## config.mk

```make
export PLATFORM = sky130hd
export DESIGN_NAME = lpen_capture
export DESIGN_NICKNAME = d
export VERILOG_FILES = /design/src/rtl/lpen_pkg.sv /design/src/rtl/lpen_sync.sv /design/src/rtl/lpen_ctrl.sv /design/src/rtl/lpen_latch.sv /design/src/rtl/lpen_rdmux.sv /design/src/rtl/lpen_capture.sv
export SDC_FILE = /design/constraint.sdc
export NUM_CORES = 1
export LEC_CHECK = 0
export BUFFER_PORTS_ARGS = -buffer_cell sky130_fd_sc_hd__buf_2
export CAP_MARGIN = 20
export CORE_UTILIZATION = 35
export CTS_CLUSTER_DIAMETER = 150
export DETAILED_ROUTE_END_ITERATION = 12
export GPL_ROUTABILITY_DRIVEN = 0
export PLACE_DENSITY = 0.64
export SLEW_MARGIN = 20
export SYNTH_ARGS = -nofsm -noshare
export SYNTH_HDL_FRONTEND = slang
export SYNTH_HIERARCHICAL = 1
export SYNTH_SLANG_ARGS = --single-unit
```

## constraint.sdc

```tcl
create_clock -name clk_i -period 2.35 [get_ports clk_i]
set_input_delay 0.3525 -clock clk_i [delete_from_list [all_inputs] [get_ports clk_i]]
set_output_delay 0.3525 -clock clk_i [all_outputs]
set_load 0.02 [all_outputs]
```

## src/rtl/lpen_pkg.sv

```systemverilog
package lpen_pkg;
  localparam int unsigned REG_W = 16;

  localparam logic [1:0] A_CNT_HI = 2'd0;
  localparam logic [1:0] A_CNT_LO = 2'd1;
  localparam logic [1:0] A_LINE   = 2'd2;
  localparam logic [1:0] A_STAT   = 2'd3;

  typedef struct packed {
    logic [REG_W-1:0] cnt;
    logic             frame;
    logic             side;
  } cap_t;
endpackage

```

## src/rtl/lpen_sync.sv

```systemverilog
module lpen_sync #(
  parameter int unsigned STAGES = 2
) (
  input  logic clk_i,
  input  logic rst_ni,
  input  logic d_i,
  output logic rise_o
);
  logic [STAGES:0] sh_q;

  always_ff @(posedge clk_i or negedge rst_ni) begin
    if (!rst_ni) sh_q <= '0;
    else         sh_q <= {sh_q[STAGES-1:0], d_i};
  end

  // sh_q[STAGES-1] is the synchronised level, sh_q[STAGES] its previous value
  assign rise_o = sh_q[STAGES-1] & ~sh_q[STAGES];
endmodule

```

## src/rtl/lpen_ctrl.sv

```systemverilog
module lpen_ctrl (
  input  logic clk_i,
  input  logic rst_ni,
  input  logic arm_i,
  input  logic rise_i,
  input  logic clr_rd_i,
  output logic fire_o,
  output logic armed_o,
  output logic irq_o
);
  // arm request beats a coincident detect edge
  assign fire_o = rise_i & armed_o & ~arm_i;

  always_ff @(posedge clk_i or negedge rst_ni) begin
    if (!rst_ni) begin
      armed_o <= 1'b0;
      irq_o   <= 1'b0;
    end else begin
      if (arm_i)       armed_o <= 1'b1;
      else if (fire_o) armed_o <= 1'b0;

      if (arm_i)         irq_o <= 1'b0;
      else if (fire_o)   irq_o <= 1'b1;
      else if (clr_rd_i) irq_o <= 1'b0;
    end
  end
endmodule

```

## src/rtl/lpen_latch.sv

```systemverilog
module lpen_latch
  import lpen_pkg::*;
(
  input  logic clk_i,
  input  logic rst_ni,
  input  logic clr_i,
  input  logic fire_i,
  input  cap_t smp_i,
  output cap_t cap_o
);
  always_ff @(posedge clk_i or negedge rst_ni) begin
    if (!rst_ni)     cap_o <= '0;
    else if (clr_i)  cap_o <= '0;
    else if (fire_i) cap_o <= smp_i;
  end
endmodule

```

## src/rtl/lpen_rdmux.sv

```systemverilog
module lpen_rdmux
  import lpen_pkg::*;
(
  input  logic [1:0] addr_i,
  input  cap_t       cap_i,
  input  logic       line_act_i,
  input  logic       frame_act_i,
  input  logic       irq_i,
  output logic [7:0] rdata_o
);
  always_comb begin
    rdata_o = '0;
    unique case (addr_i)
      A_CNT_HI: rdata_o = cap_i.cnt[15:8];
      A_CNT_LO: rdata_o = cap_i.cnt[7:0];
      A_LINE: begin
        rdata_o[7] = cap_i.side;
        rdata_o[6] = line_act_i;
      end
      A_STAT: begin
        rdata_o[7] = frame_act_i;
        rdata_o[6] = cap_i.frame;
        rdata_o[5] = line_act_i;
        rdata_o[1] = irq_i;
      end
      default: rdata_o = '0;
    endcase
  end
endmodule

```

## src/rtl/lpen_capture.sv

```systemverilog
module lpen_capture
  import lpen_pkg::*;
#(
  parameter int unsigned CNT_W    = 16,
  parameter int unsigned SIDE_BIT = 7,
  parameter int unsigned SYNC_N   = 2
) (
  input  logic             clk_i,
  input  logic             rst_ni,
  input  logic [CNT_W-1:0] cnt_i,
  input  logic             line_act_i,
  input  logic             frame_act_i,
  input  logic             detect_i,
  input  logic             cs_i,
  input  logic             we_i,
  input  logic [1:0]       addr_i,
  input  logic [0:0]       wdata_i,
  output logic [7:0]       rdata_o,
  output logic             irq_o
);
  logic rise, fire, armed, arm_wr, clr_rd;
  logic [REG_W-1:0] cnt_ext;
  cap_t smp, cap;

  assign arm_wr = cs_i & we_i & (addr_i == A_CNT_HI) & wdata_i[0];
  assign clr_rd = cs_i & ~we_i & ((addr_i == A_CNT_HI) | (addr_i == A_STAT));

  always_comb begin
    cnt_ext = '0;
    cnt_ext[CNT_W-1:0] = cnt_i;
  end

  assign smp.cnt   = cnt_ext;
  assign smp.frame = frame_act_i;
  assign smp.side  = cnt_i[SIDE_BIT];

  lpen_sync #(.STAGES(SYNC_N)) u_sync (
    .clk_i(clk_i), .rst_ni(rst_ni), .d_i(detect_i), .rise_o(rise)
  );

  lpen_ctrl u_ctrl (
    .clk_i(clk_i), .rst_ni(rst_ni), .arm_i(arm_wr), .rise_i(rise),
    .clr_rd_i(clr_rd), .fire_o(fire), .armed_o(armed), .irq_o(irq_o)
  );

  lpen_latch u_latch (
    .clk_i(clk_i), .rst_ni(rst_ni), .clr_i(arm_wr), .fire_i(fire),
    .smp_i(smp), .cap_o(cap)
  );

  lpen_rdmux u_rdmux (
    .addr_i(addr_i), .cap_i(cap), .line_act_i(line_act_i),
    .frame_act_i(frame_act_i), .irq_i(irq_o), .rdata_o(rdata_o)
  );
endmodule

```

==> metrics.md <==
| Metric | Value |
|---|---|
| Max incr delay on CP | 0.47 ns |
| HP Class | in -> async |
| Met3 wire length | between 50 and 60 um |
| Max Freq | a little under 600 MHz |
| Layout cells sized above 1 | between 30% and 40% |
| Slowest-stage cell, CP | mux4_2 |
| Cell leakage power | between 0.6 and 0.7 nW |
| Setup Crit Path Kind | reg -> out |
| Clock Tree Buf Depth | 2 |
| CTS tree | built |
| Maxcap violations | 0 |
| Synth-to-layout area growth | 19.7% |
| # setup viols final | 0 |
| Largest family of logic cells by synthesized area | multiplexers |
| Initial antenna violation count | 0 |
| Highest Signal Layer | met4 |
| Cell area after layout | 1330 um^2 |
| Post-CTS setup buffers | 0 |
| Crit Path Max Fanout | 2 |
| Worst-Margin Slew | around 0.51 ns |
| Compound-Gate Fraction of Synth Area | around 2.4% |
| Post-Synth Adder-Cell Area | 1.13% |
| DRT iter0 DRCs | 15 |
| Synth Register Bits | 23 |
| Synth cell types | 19 |
| Metal1 wirelength | approximately 950 um |
| Status | complete, no violations |
| Top cells by area, synth | dfrtp_1 (52%), mux2i_1 (22%), nor2_1 (7.8%) |
| Post-synthesis xor/xnor area fraction | 0% |
| Total GRT Usage | between 10 and 15% |
| Peak supply drop | around 200 uV |
| Fin crit period | between 1.5 and 2 ns |
| Max Slew Vio Count | 0 |
| Slew headroom | between 60 and 70% |
| CP required | 2.00 ns |
| Met2 routed WL | about 1100 um |
| Bufs and invs on worst path | 1 |
| Synth Cell Area | 1110 um^2 |
| CTS clk-pin slew, worst paths | ~0.12 ns |
| Setup TNS | 0 ns |
| Clock Skews | between 0.002 and 0.0025 ns |
| Fin nets | between 150 and 200 |
| Mapped Nets | 120 |
| Starting Density | roughly 37% |
| Worst EP arrival | around 1.4 ns |
| Crit path from | u_latch/cap_o[1] |
| Simple-Gate Fraction of Synth Area | 12.7% |
| Input/output buffers | 34 |
| Worst setup SP type | flop |
| Per-cell routed wire length | 12.3 um |
| Yosys warning count | 6 |
| CTS-repair resized insts | 0 |
| RSZ-0062 raised after global routing | false |
| Clock root cell | clkbuf_4 |
| Row cnt | 20 |
| Multiplexer share of the synthesized area | about a quarter |
| Cts hold-fix bufs | 0 |
| Worst-Skew Late Latency | 0.30 ns |
| Ys flop type | dfrtp_1 |
| # clock sinks | 23 |
| FFs w/ async S/R, synth | 100% |
| Die W | 58.3 um |
| Routed vias/inst | 4.59 |
| Number of flops mapped to enable cells by yosys | 0 |
| CP Depth | 2 |
| DRC | 0 |
| Post-Route WL | approximately 2100 um |
| Power per cell area | 710 nW/um^2 |
| Seq/Total Area, Yosys | 51.9% |
| Cell accounting for the most synthesized area | dfrtp_1 |
| Avg Inst Size Synth | about 12 um^2 |
| Global-route wire length before repair | 3590 um |
| Placement Cell Area | 1300 um^2 |
| IO Count | 35 |
| Total congestion overflow | 0 |
| Diodes inserted | 0 |
| Synth top area share | roughly 52% |
| Final period utilization | around 72% |
| Worst r2r src | u_sync/sh_q[2] |
| CP top delay family | multiplexers |
| R2R depth | 6 |
| Design Power | between 0.9 and 1 mW |
| Final hold violations | 0 |
| Most frequent cell after synthesis | mux2i_1 |
| Critical-path cell list | mux4_2, buf_2 |
| Core area | ~3000 um^2 |
| Htree depth | 1 |
| Via count | between 700 and 800 |
| Die area | 3400 um^2 |
| Synth Instances | between 90 and 100 |
| Commonest cells post-synth | mux2i_1 (24), dfrtp_1 (23), nor2_1 (23) |
| CTS buffer count | 3 |
| Die Ht | 58.3 um |
| Worst setup EP type | output pin |
| Vias in the first global route | slightly below 800 |
| Post-DRT Antenna Nets | 0 |
| Hpwl dp | 1530 um |
| Pre-Repair DR Iteration Count | 4 |
| Largest net degree at the start of global routing | 24 |
-- power by group --
part           internal [mW]  switching [mW]
clock                 0.0660           0.108
combinational          0.112           0.130
sequential             0.481          0.0466
total                  0.659           0.284
-- registers in the layout, indices dropped and copies added (netlist names) --
register	count
u_latch/cap_o	18
u_sync/sh_q	3
u_ctrl/armed_o	1
u_ctrl/irq_o	1
-- logic make-up after synthesis --
| logic type | after synthesis |
|---|---|
| AO/OA/AOI/OAI | 4 |
| adder cells (fa/ha/maj) | 1 |
| flip-flops | 23 |
| AND/OR/NAND/NOR | 30 |
| buffers and inverters | 9 |
| multiplexers | 26 |
-- metrics by stage --
stage	setup WS, ns	hold WS [ns]	cells	utilization, %
final	0.649	0.00650	172	43.9
after global routing	0.586	0.0293	172	43.9
after CTS	0.632	0.0183	172	43.9
after detailed placement	0.491	0.336	168	43.0
after global placement	0.543	0.336	168	43.0
after floorplan	0.807	0.0569	93	-
-- final cells by class --
cell class,instances,area (um^2)
Timing Repair Buffer,37,193
Tap cell,44,55.1
Inverter,3,11.3
Fill cell,294,1700
Sequential cell,23,576
Multi-Input combinational cell,61,468
Clock buffer,4,26.3
-- path summary, 6_finish.rpt --
path,endpoint,slack [ns]
min in group clk_i,u_sync/sh_q[0],0.15
max in group asynchronous,u_latch/cap_o[14],2.00
hold / removal,u_latch/cap_o[17],0.007
setup / recovery,rdata_o[6],0.65
hold reg to reg,u_sync/sh_q[1],0.36
setup reg to reg,u_latch/cap_o[16],0.92
-- cell usage in the layout (no fill, tap or decap), types with 2 or more instances in the layout --
cell / netlist / final
mux4_2: 2 / 2
nor2_1: 23 / 22
mux2i_1: 24 / 24
inv_1: 3 / 3
nand3_1: 2 / 2
buf_4: 0 / 3
buf_2: 1 / 34
dfrtp_1: 23 / 23
o21ai_0: 2 / 2
clkbuf_4: 0 / 3
-- worst register-to-register path: stages, from the launching register on --
cell     delay [ns]
dfrtp_1        0.41
nor2b_4        0.11
nand2_1        0.11
nor2_2         0.09
buf_4          0.30
mux2i_1        0.24
nor2_1         0.06
-- metal layers --
layer | up-vias | GRT usage [%]
met2 | 16 | 25.8
met5 | - | 0
met3 | 2 | 2.64
met1 | 386 | 16.9
met4 | 0 | 6.12
li1 | 386 | -
No activity file was read; power rests on OpenSTA's default activity.
